<file path="config.mk">
export PLATFORM = sky130hd
export DESIGN_NAME = cell_policer
export DESIGN_NICKNAME = d
export VERILOG_FILES = /design/src/rtl/pol_pkg.sv /design/src/rtl/pol_gcra.sv /design/src/rtl/pol_ctab.sv /design/src/rtl/cell_policer.sv
export SDC_FILE = /design/constraint.sdc
export NUM_CORES = 2
export LEC_CHECK = 0
export ABC_AREA = 1
export ABC_CLOCK_PERIOD_IN_PS = 13200
export CAP_MARGIN = 20
export CORE_MARGIN = 2
export CORE_UTILIZATION = 60
export CTS_CLUSTER_SIZE = 10
export DETAILED_ROUTE_END_ITERATION = 10
export MAX_ROUTING_LAYER = met4
export PLACE_DENSITY = 0.85
export SLEW_MARGIN = 20
export SYNTH_ARGS = -nofsm -noshare
export SYNTH_HDL_FRONTEND = slang
export SYNTH_SLANG_ARGS = --single-unit
export TNS_END_PERCENT = 100
</file>
<file path="constraint.sdc">
create_clock -name clk -period 13.2 [get_ports clk]
set_input_delay 1.98 -clock clk [delete_from_list [all_inputs] [get_ports clk]]
set_output_delay 1.98 -clock clk [all_outputs]
set_load 0.01 [all_outputs]
</file>
<file path="src/rtl/pol_pkg.sv">
package pol_pkg;
   typedef enum logic [1:0] {
      VERD_PASS = 2'd0,
      VERD_TAG  = 2'd1,
      VERD_DROP = 2'd2
   } verdict_e;
   localparam int NBKT = 2;
endpackage

</file>
<file path="src/rtl/pol_gcra.sv">
module pol_gcra #(
   parameter int TIME_W = 20
) (
   input  logic [TIME_W-1:0] t_now,
   input  logic [TIME_W-1:0] tat,
   input  logic [TIME_W-1:0] inc,
   input  logic [TIME_W-1:0] lim,
   output logic              ok,
   output logic [TIME_W-1:0] tat_next
);
   logic [TIME_W:0]   reach;
   logic [TIME_W-1:0] base;

   always_comb begin
      reach    = {1'b0, t_now} + {1'b0, lim};
      ok       = (reach >= {1'b0, tat});
      base     = (t_now > tat) ? t_now : tat;
      tat_next = base + inc;
   end
endmodule

</file>
<file path="src/rtl/pol_ctab.sv">
module pol_ctab #(
   parameter int NCONN  = 8,
   parameter int TIME_W = 20,
   localparam int CONN_W = (NCONN > 1) ? $clog2(NCONN) : 1
) (
   input  logic                   clk,
   input  logic                   rst_n,
   input  logic                   wr_en,
   input  logic [CONN_W-1:0]      wr_idx,
   input  logic [1:0][TIME_W-1:0] wr_inc,
   input  logic [1:0][TIME_W-1:0] wr_lim,
   input  logic [1:0]             wr_drop,
   input  logic [1:0]             upd_en,
   input  logic [CONN_W-1:0]      upd_idx,
   input  logic [1:0][TIME_W-1:0] upd_tat,
   input  logic [CONN_W-1:0]      rd_idx,
   output logic [1:0][TIME_W-1:0] rd_inc,
   output logic [1:0][TIME_W-1:0] rd_lim,
   output logic [1:0]             rd_drop,
   output logic [1:0][TIME_W-1:0] rd_tat
);
   logic [1:0][TIME_W-1:0] inc_q  [NCONN];
   logic [1:0][TIME_W-1:0] lim_q  [NCONN];
   logic [1:0][TIME_W-1:0] tat_q  [NCONN];
   logic [1:0]             drop_q [NCONN];

   always_ff @(posedge clk) begin
      if (!rst_n) begin
         for (int e = 0; e < NCONN; e++) begin
            inc_q[e]  <= '0;
            lim_q[e]  <= '0;
            tat_q[e]  <= '0;
            drop_q[e] <= '0;
         end
      end else begin
         for (int e = 0; e < NCONN; e++) begin
            if (wr_en && wr_idx == CONN_W'(e)) begin
               inc_q[e]  <= wr_inc;
               lim_q[e]  <= wr_lim;
               drop_q[e] <= wr_drop;
               tat_q[e]  <= '0;
            end else if (upd_idx == CONN_W'(e)) begin
               for (int b = 0; b < 2; b++)
                  if (upd_en[b]) tat_q[e][b] <= upd_tat[b];
            end
         end
      end
   end

   assign rd_inc  = inc_q[rd_idx];
   assign rd_lim  = lim_q[rd_idx];
   assign rd_tat  = tat_q[rd_idx];
   assign rd_drop = drop_q[rd_idx];

   // a host write leaves the written entry with cleared TATs
   assert_write_clears_R10: assert property (@(posedge clk) disable iff (!rst_n)
      wr_en |=> (tat_q[$past(wr_idx)] == '0));
endmodule

</file>
<file path="src/rtl/cell_policer.sv">
module cell_policer
   import pol_pkg::*;
#(
   parameter int NCONN  = 8,
   parameter int NVP    = 4,
   parameter int TIME_W = 20,
   localparam int CONN_W = (NCONN > 1) ? $clog2(NCONN) : 1,
   localparam int VP_W   = (NVP > 1) ? $clog2(NVP) : 1
) (
   input  logic              clk,
   input  logic              rst_n,
   input  logic              glb_en,
   input  logic [NVP-1:0]    vp_en,
   input  logic              cfg_we,
   input  logic [CONN_W-1:0] cfg_idx,
   input  logic [TIME_W-1:0] cfg_inc_a,
   input  logic [TIME_W-1:0] cfg_lim_a,
   input  logic [TIME_W-1:0] cfg_inc_b,
   input  logic [TIME_W-1:0] cfg_lim_b,
   input  logic              cfg_drop_a,
   input  logic              cfg_drop_b,
   input  logic              arr_vld,
   input  logic [CONN_W-1:0] arr_conn,
   input  logic [VP_W-1:0]   arr_vp,
   input  logic              arr_clp,
   input  logic [TIME_W-1:0] arr_time,
   output logic              out_vld,
   output logic [1:0]        out_verdict,
   output logic              out_clp,
   output logic              out_nc,
   output logic              out_nc_a,
   output logic              out_nc_b
);
   if (TIME_W < 4 || TIME_W > 62) begin : g_bad_time
      $error("cell_policer: TIME_W out of range");
   end
   if (NCONN < 1 || NVP < 1) begin : g_bad_count
      $error("cell_policer: NCONN and NVP must be positive");
   end

   // stage 1: captured arrival
   logic              s1_vld, s1_pol, s1_clp;
   logic [CONN_W-1:0] s1_conn;
   logic [TIME_W-1:0] s1_time;

   always_ff @(posedge clk) begin
      if (!rst_n) begin
         s1_vld  <= 1'b0;
         s1_pol  <= 1'b0;
         s1_clp  <= 1'b0;
         s1_conn <= '0;
         s1_time <= '0;
      end else begin
         s1_vld  <= arr_vld;
         s1_pol  <= glb_en & vp_en[arr_vp];
         s1_clp  <= arr_clp;
         s1_conn <= arr_conn;
         s1_time <= arr_time;
      end
   end

   // connection table
   logic [1:0][TIME_W-1:0] t_inc, t_lim, t_tat, new_tat;
   logic [1:0]             t_drop, upd_en;

   pol_ctab #(.NCONN(NCONN), .TIME_W(TIME_W)) u_tab (
      .clk     (clk),
      .rst_n   (rst_n),
      .wr_en   (cfg_we),
      .wr_idx  (cfg_idx),
      .wr_inc  ({cfg_inc_b, cfg_inc_a}),
      .wr_lim  ({cfg_lim_b, cfg_lim_a}),
      .wr_drop ({cfg_drop_b, cfg_drop_a}),
      .upd_en  (upd_en),
      .upd_idx (s1_conn),
      .upd_tat (new_tat),
      .rd_idx  (s1_conn),
      .rd_inc  (t_inc),
      .rd_lim  (t_lim),
      .rd_drop (t_drop),
      .rd_tat  (t_tat)
   );

   // stage 2: bucket evaluation
   logic [1:0] bkt_ok, bkt_ev, bkt_fail;

   for (genvar b = 0; b < NBKT; b++) begin : g_bkt
      pol_gcra #(.TIME_W(TIME_W)) u_gcra (
         .t_now    (s1_time),
         .tat      (t_tat[b]),
         .inc      (t_inc[b]),
         .lim      (t_lim[b]),
         .ok       (bkt_ok[b]),
         .tat_next (new_tat[b])
      );
   end

   logic     drop_any, tag_any;
   verdict_e verd;

   always_comb begin
      bkt_ev[0]   = s1_vld & s1_pol;
      bkt_ev[1]   = s1_vld & s1_pol & ~s1_clp & bkt_ok[0];
      bkt_fail    = bkt_ev & ~bkt_ok;
      drop_any    = |(bkt_fail & t_drop);
      tag_any     = |bkt_fail;
      if (drop_any)     verd = VERD_DROP;
      else if (tag_any) verd = VERD_TAG;
      else              verd = VERD_PASS;
      upd_en      = (drop_any) ? 2'b00 : (bkt_ev & bkt_ok);
   end

   always_ff @(posedge clk) begin
      if (!rst_n) begin
         out_vld     <= 1'b0;
         out_verdict <= VERD_PASS;
         out_clp     <= 1'b0;
         out_nc      <= 1'b0;
         out_nc_a    <= 1'b0;
         out_nc_b    <= 1'b0;
      end else begin
         out_vld     <= s1_vld;
         out_verdict <= s1_vld ? verd : VERD_PASS;
         out_clp     <= s1_vld & (s1_clp | (verd == VERD_TAG));
         out_nc      <= s1_vld & (verd != VERD_PASS);
         out_nc_a    <= bkt_fail[0];
         out_nc_b    <= bkt_fail[1];
      end
   end

   // fixed two-cycle latency
   assert_latency_R9: assert property (@(posedge clk) disable iff (!rst_n)
      arr_vld |-> ##2 out_vld);
   // a passing cell carries no non-conformance flag
   assert_pass_flags_R11: assert property (@(posedge clk) disable iff (!rst_n)
      (out_vld && out_verdict == VERD_PASS) |-> (!out_nc && !out_nc_a && !out_nc_b));
   // a tagged cell leaves with CLP set
   assert_tag_clp_R6: assert property (@(posedge clk) disable iff (!rst_n)
      (out_vld && out_verdict == VERD_TAG) |-> out_clp);
   // unused verdict code never appears
   assert_code_R6: assert property (@(posedge clk) disable iff (!rst_n)
      out_verdict != 2'b11);
   // bucket B is skipped once bucket A failed
   assert_skip_b_R7: assert property (@(posedge clk) disable iff (!rst_n)
      out_nc_a |-> !out_nc_b);
   // a CLP=1 cell never fails bucket B
   assert_clp1_b_R5: assert property (@(posedge clk) disable iff (!rst_n)
      (s1_vld && s1_clp) |=> !out_nc_b);
   // an unpoliced cell changes no TAT
   assert_gate_frozen_R2: assert property (@(posedge clk) disable iff (!rst_n)
      (s1_vld && !s1_pol) |-> (upd_en == 2'b00));
endmodule

</file>
==> flow_summary.json <==
{
  "finalCritPeriodShare_pct": 63.5,
  "cts.path.max_buffers": 3,
  "outcome": "finished, final reports clean",
  "grt_util_all_layers_pct": 35.0,
  "die_y_um": 285,
  "viasPerCell": 6.42,
  "synth_top_area_share_pct": 62.0,
  "hold_violations": 0,
  "critical_path_class": "reg -> reg",
  "ant_nets": 0,
  "grt_max_degree": 182,
  "numCtsBuffers": 112,
  "clock-sinks": 1009,
  "io_pins": 127,
  "cts_resized": 0,
  "core_um2": 77700,
  "drive_above_1_share_pct": 4.19,
  "synth_edf_count": 976,
  "clk_latency_ns": 0.68,
  "synthTopCellsByArea": "edfxtp_1 62%, nor2_1 7.6%, nand2_1 5.9%",
  "postSynth.asyncResetShare_pct": 0,
  "initial_core_util_pct": 60.8,
  "initialDrtViolationCount": 6067,
  "port_buffers": 126,
  "htreeDepth": 3,
  "yosysMostFrequentCell": "edfxtp_1",
  "wl_per_cell_um": 25.0,
  "start_kind": "register",
  "rsz0062_at_grt": "no",
  "synth_seq_cells": 1009,
  "drc": 0,
  "overflow": 0,
  "yosysTopAreaCell": "edfxtp_1",
  "layout.nets": 4757,
  "rows": 102,
  "slew-limit-headroom_pct": 16.3,
  "cts_hold_buf": 0,
  "synth_fp_nets": 4716,
  "yosysSeqAreaShare_pct": 63.4,
  "areaGrowthSynthToFinish_pct": 10.7,
  "grt_pass1_vias": 34500,
  "antenna_found_initial": 6,
  "drt-total-wl_um": 139000,
  "maxCapViolCount": 0,
  "critPathRequiredTime_ns": 13.40,
  "crit_arrival_ns": 8.58,
  "yosys_warnings": 0,
  "root_buffer": "clkbuf_16",
  "period_needed_ns": 8.39,
  "slowest_delay_ns": 0.85,
  "dp_cells": 5400,
  "ir_drop_v": 0.000145,
  "grt_pass1_wl_um": 207000,
  "die_area_um2": 81000,
  "slew_viol_final": 0,
  "synth_cell_types": 45,
  "p_per_area_nw_per_um2": 153,
  "leakagePower_nw": 20.6,
  "crit_path_max_fanout": 97,
  "cpMostUsedCell": "nand2_1",
  "clock.fmax_ghz": 0.119,
  "fill_cells": 5421,
  "synth_commonest_cells": "976 x edfxtp_1, 959 x nor2_1, 744 x nand2_1",
  "worstMarginPinSlew_ns": 1.25,
  "clkTransAtPathRegs_ns": 0.06,
  "cpMaxStageDelayCell": "buf_4",
  "syn_inst": 4434,
  "ys.flop_type": "edfxtp_1",
  "finalClockSkew_ns": 0.0294,
  "postCtsSetupBuffers": 0,
  "firstDrtPassIters": 8,
  "end_kind": "register",
  "hold_class": "reg -> reg",
  "cts_tree": "done",
  "avgSynthCellArea_um2": 10.7,
  "dpl.hpwl_um": 83800,
  "num_vias": 35900,
  "die_w_um": 285,
  "place_congestion": 1.00,
  "setup_viol": 0,
  "stdcell_count": 5583,
  "finalSetupTns_ns": 0,
  "syn_area_um2": 47300
}
[cells in the final DEF, fill, tap and decap left out, types with 35 or more instances in the layout]
cell and count:
inv_1 305, clkdlybuf4s50_1 125, nand3_1 111, edfxtp_1 976, xor2_1 35, ha_1 158, nand2_1 739, a21oi_1 127
a22oi_1 299, o21ai_0 114, nand4_1 65, a31oi_1 98, clkbuf_1 55, clkbuf_16 113, nor2_1 957
[metal layers]
layer  wire (um)  share of wire (%)  track usage (%)
met1       50400                 36             46.2
met2       62700                 45             51.9
met3       18600                 13             7.17
met4        7680                5.5             17.5
met5           0                  0                -
[area by class of cell]
class / count / area, um^2 / share of cell area, %
Timing Repair Buffer: 159 / 1540 / 2.95
Antenna cell: 5 / 12.5 / 0.0239
Multi-Input combinational cell: 2876 / 15100 / 28.9
Tap cell: 1040 / 1300 / 2.49
Sequential cell: 1009 / 30000 / 57.3
Clock inverter: 9 / 108 / 0.206
Clock buffer: 168 / 3030 / 5.80
Inverter: 317 / 1220 / 2.34
[through the flow]
stage | hold WS (ns) | worst slack, ns | util [%] | instance area (um^2) | power (mW)
6_report | 0.600 | 4.81 | 67.3 | 52300 | 8.01
5_1_grt | 0.626 | 4.21 | 67.3 | 52300 | 8.24
4_1_cts | 0.577 | 5.03 | 67.2 | 52300 | 7.93
3_5_place_dp | 0.564 | 5.10 | 63.2 | 49100 | 5.22
3_3_place_gp | 0.548 | 5.25 | 63.2 | 49100 | 5.18
2_1_floorplan | 0.429 | 3.74 | - | 47300 | 4.69
[critical path: cells and delay by family (launching register included)]
kind / cells / cell delay (ns)
compound gates: 6 / 1.57
buf+inv: 3 / 1.49
fa+ha+maj: 2 / 0.50
flops: 1 / 0.56
xor+xnor: 1 / 0.21
simple gates: 20 / 3.50
[final timing paths]
path                            cells past startpoint             startpoint  slack, ns                              end
worst max register to register                     32  s1_conn[0]$_SDFF_PN0_       4.81  u_tab.tat_q[2][7]$_SDFFCE_PN0P_
worst max-delay path                               32  s1_conn[0]$_SDFF_PN0_       4.81  u_tab.tat_q[2][7]$_SDFFCE_PN0P_
worst min-delay path                                2      s1_clp$_SDFF_PN0_       0.60               out_clp$_SDFF_PN0_
worst min register to register                      2      s1_clp$_SDFF_PN0_       0.60               out_clp$_SDFF_PN0_
[state kept, by name (all words and copies together) (netlist names)]
signal        count
u_tab.drop_q     16
out_vld           1
s1_clp            1
out_clp           1
u_tab.lim_q     320
s1_conn           3
s1_time          20
s1_vld            1
s1_pol            1
out_nc_b          1
u_tab.inc_q     320
out_nc            1
out_nc_a          1
out_verdict       2
u_tab.tat_q     320
[cell families (layout without fill, tap and decap cells)]
family	Yosys count	after routing	synth area share (%)
xor+xnor	70	70	1.30
simple gates	1919	1919	16.1
compound gates	725	725	10.0
fa+ha+maj	162	162	4.35
buf+inv	549	653	4.82
flops	1009	1009	63.4
other cells	0	5	0
[where the power goes]
| group | switching (mW) | internal (mW) | total, mW |
|---|---|---|---|
| Combinational | 1.07 | 0.377 | 1.45 |
| Sequential | 0.0743 | 3.72 | 3.79 |
| Clock | 1.21 | 1.57 | 2.77 |
| Total | 2.35 | 5.66 | 8.01 |
Note: power is estimated with default switching activity, not from simulation.
